File: src/rtl/clkdiv_pkg.sv
// Shared widths, divisor word layout and ratio decoding for the dual-ratio
// clock divider. Assumes system ratios fit the shared counter width.
package clkdiv_pkg;
    localparam int SYS_W  = 4;                  // system ratio field width
    localparam int CORE_W = 2;                  // core code field width
    localparam int CNT_W  = 4;                  // divider counter width
    localparam int WORD_W = SYS_W + CORE_W;     // divisor word width

    // Divisor word: core code in the upper bits, system ratio in the lower bits.
    typedef struct packed {
        logic [CORE_W-1:0] core_code;
        logic [SYS_W-1:0]  sys_ratio;
    } div_word_t;

    // Terminal count for a system ratio; zero is treated as divide-by-1.
    function automatic logic [CNT_W-1:0] sys_last(input logic [SYS_W-1:0] r);
        logic [CNT_W-1:0] v;
        v = CNT_W'(r);
        return (v == '0) ? '0 : v - CNT_W'(1);
    endfunction

    // Terminal count for a power-of-two core code.
    function automatic logic [CNT_W-1:0] core_last(input logic [CORE_W-1:0] c);
        int v;
        v = (1 << c) - 1;
        return v[CNT_W-1:0];
    endfunction
endpackage

File: src/rtl/div_register.sv
// Holds the programmed divisor word and presents decoded terminal counts.
// Assumes writes may arrive on any cycle; the dividers decide when to use them.
module div_register
    import clkdiv_pkg::*;
#(
    parameter int SYS_RST_RATIO = 8,
    parameter int CORE_RST_CODE = 0
) (
    input  logic              clk,
    input  logic              rst_n,
    input  logic              wr,
    input  logic [WORD_W-1:0] wdata,
    output logic [CNT_W-1:0]  core_last_nxt,
    output logic [CNT_W-1:0]  sys_last_nxt
);
    localparam div_word_t RST_WORD = '{core_code: CORE_W'(CORE_RST_CODE),
                                       sys_ratio: SYS_W'(SYS_RST_RATIO)};

    div_word_t word_q;

    // Capture the divisor word on a write strobe.
    always_ff @(posedge clk) begin
        if (!rst_n)  word_q <= RST_WORD;
        else if (wr) word_q <= div_word_t'(wdata);
    end

    // Decode both fields into terminal counts.
    always_comb begin
        core_last_nxt = core_last(word_q.core_code);
        sys_last_nxt  = sys_last(word_q.sys_ratio);
    end
endmodule

File: src/rtl/ratio_counter.sv
// Free-running divider producing a one-cycle tick every (last+1) cycles.
// A new terminal count is adopted only when the current one is reached,
// so a ratio change never shortens the period in progress.
module ratio_counter
    import clkdiv_pkg::*;
#(
    parameter int W = CNT_W,
    parameter logic [W-1:0] LAST_RST = '0
) (
    input  logic         clk,
    input  logic         rst_n,
    input  logic [W-1:0] last_nxt,
    output logic         tick,
    output logic [W-1:0] count,
    output logic [W-1:0] last_cur
);
    localparam logic [W-1:0] STEP = W'(1);

    logic [W-1:0] cnt_q;
    logic [W-1:0] last_q;
    logic         tick_q;

    // Count up to the terminal value, then wrap, reload the ratio and tick.
    always_ff @(posedge clk) begin
        if (!rst_n) begin
            cnt_q  <= '0;
            last_q <= LAST_RST;
            tick_q <= 1'b0;
        end else if (cnt_q == last_q) begin
            cnt_q  <= '0;
            last_q <= last_nxt;
            tick_q <= 1'b1;
        end else begin
            cnt_q  <= cnt_q + STEP;
            tick_q <= 1'b0;
        end
    end

    assign tick     = tick_q;
    assign count    = cnt_q;
    assign last_cur = last_q;

    AST_COUNT_IN_RANGE: assert property (@(posedge clk) disable iff (!rst_n)
        cnt_q <= last_q);

    AST_RELOAD_AT_WRAP: assert property (@(posedge clk) disable iff (!rst_n)
        !$stable(last_q) |-> ($past(cnt_q) == $past(last_q)));
endmodule

File: src/rtl/extclk_select.sv
// Drives the external clock pin model: registered enable and source select,
// a system-rate square wave built from the system counter, or the reference
// clock passed through. Assumes the pin is modelled as value plus enable.
module extclk_select
    import clkdiv_pkg::*;
(
    input  logic             clk,
    input  logic             rst_n,
    input  logic             pin_en,
    input  logic             pin_src,
    input  logic [CNT_W-1:0] sys_count,
    input  logic [CNT_W-1:0] sys_last_cur,
    output logic             ext_clk,
    output logic             ext_clk_oe
);
    localparam logic [CNT_W:0] TWO = (CNT_W+1)'(2);

    logic           en_q;
    logic           src_q;
    logic [CNT_W:0] half;
    logic           sys_wave;

    // Register the pin controls; reset leaves the pin undriven.
    always_ff @(posedge clk) begin
        if (!rst_n) begin
            en_q  <= 1'b0;
            src_q <= 1'b0;
        end else begin
            en_q  <= pin_en;
            src_q <= pin_src;
        end
    end

    // Build the system wave: high for the first ceil(N/2) counts of a period.
    always_comb begin
        half     = ({1'b0, sys_last_cur} + TWO) >> 1;
        sys_wave = (sys_last_cur == '0) ? clk : ({1'b0, sys_count} < half);
    end

    // Select the pin source and hold it low while disabled.
    always_comb begin
        ext_clk = en_q ? (src_q ? clk : sys_wave) : 1'b0;
    end
    assign ext_clk_oe = en_q;

    AST_PIN_QUIET: assert property (@(posedge clk) disable iff (!rst_n)
        !ext_clk_oe |-> !ext_clk);

    AST_OE_FOLLOWS_EN: assert property (@(posedge clk) disable iff (!rst_n)
        pin_en |=> ext_clk_oe);
endmodule

File: src/rtl/dual_ratio_clkgen.sv
// Top of the dual-ratio clock divider. One divisor word sets a power-of-two
// core ratio and a linear system ratio; each drives its own counter. The
// external pin model selects the system wave or the reference clock.
module dual_ratio_clkgen
    import clkdiv_pkg::*;
#(
    parameter int SYS_RST_RATIO = 8,
    parameter int CORE_RST_CODE = 0
) (
    input  logic              clk,
    input  logic              rst_n,
    input  logic              div_wr,
    input  logic [WORD_W-1:0] div_wdata,
    input  logic              pin_en,
    input  logic              pin_src,
    output logic              core_tick,
    output logic              sys_tick,
    output logic              ext_clk,
    output logic              ext_clk_oe
);
    localparam logic [CNT_W-1:0] SYS_LAST_RST  = sys_last(SYS_W'(SYS_RST_RATIO));
    localparam logic [CNT_W-1:0] CORE_LAST_RST = core_last(CORE_W'(CORE_RST_CODE));

    logic [CNT_W-1:0] core_last_nxt, sys_last_nxt;
    logic [CNT_W-1:0] core_count, core_last_cur;
    logic [CNT_W-1:0] sys_count, sys_last_cur;

    div_register #(
        .SYS_RST_RATIO (SYS_RST_RATIO),
        .CORE_RST_CODE (CORE_RST_CODE)
    ) u_reg (
        .clk           (clk),
        .rst_n         (rst_n),
        .wr            (div_wr),
        .wdata         (div_wdata),
        .core_last_nxt (core_last_nxt),
        .sys_last_nxt  (sys_last_nxt)
    );

    ratio_counter #(.W(CNT_W), .LAST_RST(CORE_LAST_RST)) u_core (
        .clk      (clk),
        .rst_n    (rst_n),
        .last_nxt (core_last_nxt),
        .tick     (core_tick),
        .count    (core_count),
        .last_cur (core_last_cur)
    );

    ratio_counter #(.W(CNT_W), .LAST_RST(SYS_LAST_RST)) u_sys (
        .clk      (clk),
        .rst_n    (rst_n),
        .last_nxt (sys_last_nxt),
        .tick     (sys_tick),
        .count    (sys_count),
        .last_cur (sys_last_cur)
    );

    extclk_select u_pin (
        .clk          (clk),
        .rst_n        (rst_n),
        .pin_en       (pin_en),
        .pin_src      (pin_src),
        .sys_count    (sys_count),
        .sys_last_cur (sys_last_cur),
        .ext_clk      (ext_clk),
        .ext_clk_oe   (ext_clk_oe)
    );

    AST_ZERO_RATIO_RUNS: assert property (@(posedge clk) disable iff (!rst_n)
        (sys_last_cur == '0) |=> sys_tick);

    AST_CORE_POW2: assert property (@(posedge clk) disable iff (!rst_n)
        $countones({1'b0, core_last_cur} + 5'd1) == 1);
endmodule

File: config.mk
export PLATFORM = sky130hd
export DESIGN_NAME = dual_ratio_clkgen
export DESIGN_NICKNAME = d
export VERILOG_FILES = /design/src/rtl/clkdiv_pkg.sv /design/src/rtl/div_register.sv /design/src/rtl/ratio_counter.sv /design/src/rtl/extclk_select.sv /design/src/rtl/dual_ratio_clkgen.sv
export SDC_FILE = /design/constraint.sdc
export NUM_CORES = 1
export LEC_CHECK = 0
export ABC_CLOCK_PERIOD_IN_PS = 4500
export BUFFER_PORTS_ARGS = -buffer_cell sky130_fd_sc_hd__buf_2
export CAP_MARGIN = 5
export CORE_UTILIZATION = 45
export CTS_BUF_LIST = sky130_fd_sc_hd__clkbuf_4 sky130_fd_sc_hd__clkbuf_8 sky130_fd_sc_hd__clkbuf_16
export DETAILED_ROUTE_END_ITERATION = 6
export PLACE_DENSITY_LB_ADDON = 0.1
export RECOVER_POWER = 50
export SYNTH_ARGS = -nofsm -noshare
export SYNTH_HDL_FRONTEND = slang
export SYNTH_SLANG_ARGS = --single-unit
export TNS_END_PERCENT = 30
File: constraint.sdc
create_clock -name clk -period 4.5 [get_ports clk]
set_input_delay 0.9 -clock clk [delete_from_list [all_inputs] [get_ports clk]]
set_output_delay 0.9 -clock clk [all_outputs]
set_load 0.02 [all_outputs]
==> results_dict.tcl <==
set metrics [dict create \
    outcome "finished clean" \
    met2_demand_to_capacity_share_in_global_routing_pct 24.5 \
    synth_area_um2 1210 \
    vdd_drop_max_mv 0.338 \
    routed-via-count 824 \
    portBuffers 14 \
    cellPowerDensity_nw_per_um2 388 \
    seq_area_frac_synth_pct 41.3 \
    grt_busiest_layer "met2" \
    remaining_drc_errors 0 \
    number_of_flops_mapped_to_enable_cells_by_yosys 0 \
    drt-total-wl_um 1990 \
    critPathSlowestCell "sky130_fd_sc_hd__buf_2" \
    filler_cell_count 240 \
    routed_wire_length_per_instance_um 12.4 \
    worstSkewPairLatency_ns 0.43 \
    crit_chain "clkbuf_4, clkbuf_4, o211ai_1, o41ai_1, buf_2" \
    setup_violations 0 \
    cp.arrival_ns 2.80 \
    overflow 0 \
    grt_util_met1_pct 20.6 \
    timing.critical_path.to_type "output port" \
    cpLargestDelayFamily "buffers and inverters" \
    design.die.area_um2 2910 \
    place_hpwl_um 1420 \
    start_kind "clock port" \
    type_of_the_setup_path_with_the_least_slack "clk -> out" \
    synth_top_area_cell "sky130_fd_sc_hd__dfxtp_1" \
    timing_worst_slew_pin_value_ns 0.761 \
    synthesis.yosys.warnings 0 \
    largest_net_degree_at_the_start_of_global_routing 21 \
    antenna_cells 0 \
    final.setup_skew_ns 0.0129 \
    avgSynthCellArea_um2 10.6 \
    critical_path.n_buffers_inverters 3 \
    p_leak_nw 0.558 \
    drtAntennaViolNets 0 \
    synth.area.top_cells "sky130_fd_sc_hd__dfxtp_1, sky130_fd_sc_hd__mux2i_1, sky130_fd_sc_hd__ha_1, sky130_fd_sc_hd__xnor2_2, sky130_fd_sc_hd__xnor2_1" \
    vias_in_the_first_global_route 743 \
    ys_async_sr_fraction_pct 0 \
    final-hold-violation-count 0 \
    synth_fp_nets 131 \
    post-cts-setup-buffer-count 0 \
    initial_utilization_pct 48.1 \
    drtPass1Iterations 3 \
    multiInputGateArea_um2 653 \
    slew_viols_final 0 \
    slew_headroom_pct 49.3 \
    synth_register_bits 25 \
    final_net_count 148 \
    core_area_um2 2520 \
    die_h_um 53.9 \
    final_layout_size_suffix_gt1_share_pct 23.1 \
    hp-class "reg -> reg" \
    ys_types 32 \
    met3_usage_in_global_routing_pct 8.76 \
    critical_path_most_common_cell "sky130_fd_sc_hd__clkbuf_4" \
    row_count 18 \
    io-pin-count 15 \
    dr_vias_cell 5.15 \
    critPathRequiredTime_ns 3.60 \
    routabilityCongestion 0.676 \
    yosys_most_used_dff "sky130_fd_sc_hd__dfxtp_1" \
    cts.reportedPaths.clkPinSlew_ns 0.14 \
    grtUsageTotal_pct 17.2 \
    seqCellArea_um2 500 \
    worstPathMaxFanout 2 \
    maxCapViolCount 0 \
    layout-area-overhead-vs-synth_pct 9.08 \
    yosysTopAreaCellShare_pct 41.3 \
    rsz0062_at_grt "false" \
    tns_ns 0 \
    critical-path-max-stage-delay_ns 0.17 \
    power.total_mw 0.514 \
    tritoncts_clock_tree "built" \
    dr.first_iter.drc_count 4 \
    die_width_um 53.9 \
    synthesis.instances 114 \
    grt_antenna_before_repair 0 \
    holdBufCountCts 0 \
    wire_length_of_the_first_global_routing_pass_um 3260 \
    cts_resized 0 \
]
where the power goes:
group	total [mW]	internal [mW]	leakage [nW]	switching (mW)
combinational	0.107	0.0503	0.318	0.0566
sequential	0.263	0.244	0.205	0.0191
clock	0.144	0.0649	0.0356	0.0787
synthesized netlist by cell type, types with 2 or more instances:
library cell and instances:
sky130_fd_sc_hd__nor2_1 6, sky130_fd_sc_hd__and2_1 3, sky130_fd_sc_hd__nor3b_2 2, sky130_fd_sc_hd__xnor2_2 4, sky130_fd_sc_hd__nor3_2 2, sky130_fd_sc_hd__xor2_1 2
sky130_fd_sc_hd__nand2b_1 3, sky130_fd_sc_hd__dfxtp_1 25, sky130_fd_sc_hd__buf_2 2, sky130_fd_sc_hd__clkbuf_1 2, sky130_fd_sc_hd__nor3_1 3, sky130_fd_sc_hd__nand3_1 5
sky130_fd_sc_hd__ha_1 6, sky130_fd_sc_hd__mux2_4 3, sky130_fd_sc_hd__a21oi_1 2, sky130_fd_sc_hd__mux2i_1 9, sky130_fd_sc_hd__o21ai_0 3, sky130_fd_sc_hd__xnor2_1 6
sky130_fd_sc_hd__and3_2 3, sky130_fd_sc_hd__nand2_1 8, sky130_fd_sc_hd__o211ai_1 2, sky130_fd_sc_hd__inv_1 3
flip-flops by register name (all words and copies together), names as in the netlist:
| signal | count |
|---|---|
| u_reg.word_q | 6 |
| u_core.count | 4 |
| u_sys.count | 4 |
| u_sys.last_cur | 4 |
| u_core.last_cur | 3 |
| u_core.tick | 1 |
| u_pin.ext_clk_oe | 1 |
| u_pin.src_q | 1 |
| u_sys.tick | 1 |
layer usage:
layer	wire length (um)	share of wire, %
met2	928	47
met1	990	50
met3	48	2.4
met4	24	1.2
met5	0	0
cells by family after synthesis:
| group | count (synthesis) | share of synthesized area [%] |
|---|---|---|
| muxes | 12 | 11.1 |
| AOI/OAI and AO/OA | 12 | 6.71 |
| DFF | 25 | 41.3 |
| xor gates and xnor gates | 12 | 11.1 |
| buffers and inverters | 8 | 3.30 |
| adders and majority gates | 6 | 6.19 |
| and+or+nand+nor | 39 | 20.2 |
layout make-up:
type / count / share of cell area, %
tap: 30 / 2.84
clock buffer: 7 / 3.78
timing repair buffer: 13 / 4.73
sequential: 25 / 37.8
inverter: 3 / 0.851
clock inverter: 1 / 0.568
multi-input combinational: 81 / 49.4
metrics by stage:
step                      utilization [%]  worst slack, ns  area (um^2)  instances  hold slack, ns
final                                52.4            0.799         1320        160           0.479
after global routing                 52.4            0.780         1320        160           0.523
after CTS                            53.3            0.779         1340        160           0.483
after detailed placement             51.2             1.05         1290        153           0.464
after global placement               51.2             1.05         1290        153           0.465
after floorplan                         -             1.10         1210        114           0.447
cells in the final DEF (no fill, tap or decap), types with 4 or more instances in the layout:
| master | n |
|---|---|
| sky130_fd_sc_hd__clkbuf_4 | 6 |
| sky130_fd_sc_hd__ha_1 | 6 |
| sky130_fd_sc_hd__xnor2_2 | 4 |
| sky130_fd_sc_hd__buf_2 | 12 |
| sky130_fd_sc_hd__nand2_1 | 8 |
| sky130_fd_sc_hd__nand3_1 | 5 |
| sky130_fd_sc_hd__nor2_1 | 6 |
| sky130_fd_sc_hd__nor3_1 | 4 |
| sky130_fd_sc_hd__xnor2_1 | 6 |
| sky130_fd_sc_hd__dfxtp_1 | 25 |
| sky130_fd_sc_hd__mux2i_1 | 9 |
worst reg2reg max path: stages (launching register included):
cell	delay, ns
sky130_fd_sc_hd__dfxtp_1	0.49
sky130_fd_sc_hd__xnor2_2	0.16
sky130_fd_sc_hd__nand4_4	0.20
sky130_fd_sc_hd__mux2_1	0.35
worst paths after layout:
path | end | startpoint | slack, ns | depth (start not counted)
setup / recovery | ext_clk | clk | 0.80 | 5
hold / removal | u_core.last_cur[1] | u_core.last_cur[1] | 0.48 | 2
setup reg to reg | u_sys.last_cur[0] | u_sys.count[0] | 3.18 | 3
hold reg to reg | u_core.last_cur[1] | u_core.last_cur[1] | 0.48 | 2
(Power assumes the default switching activity.)
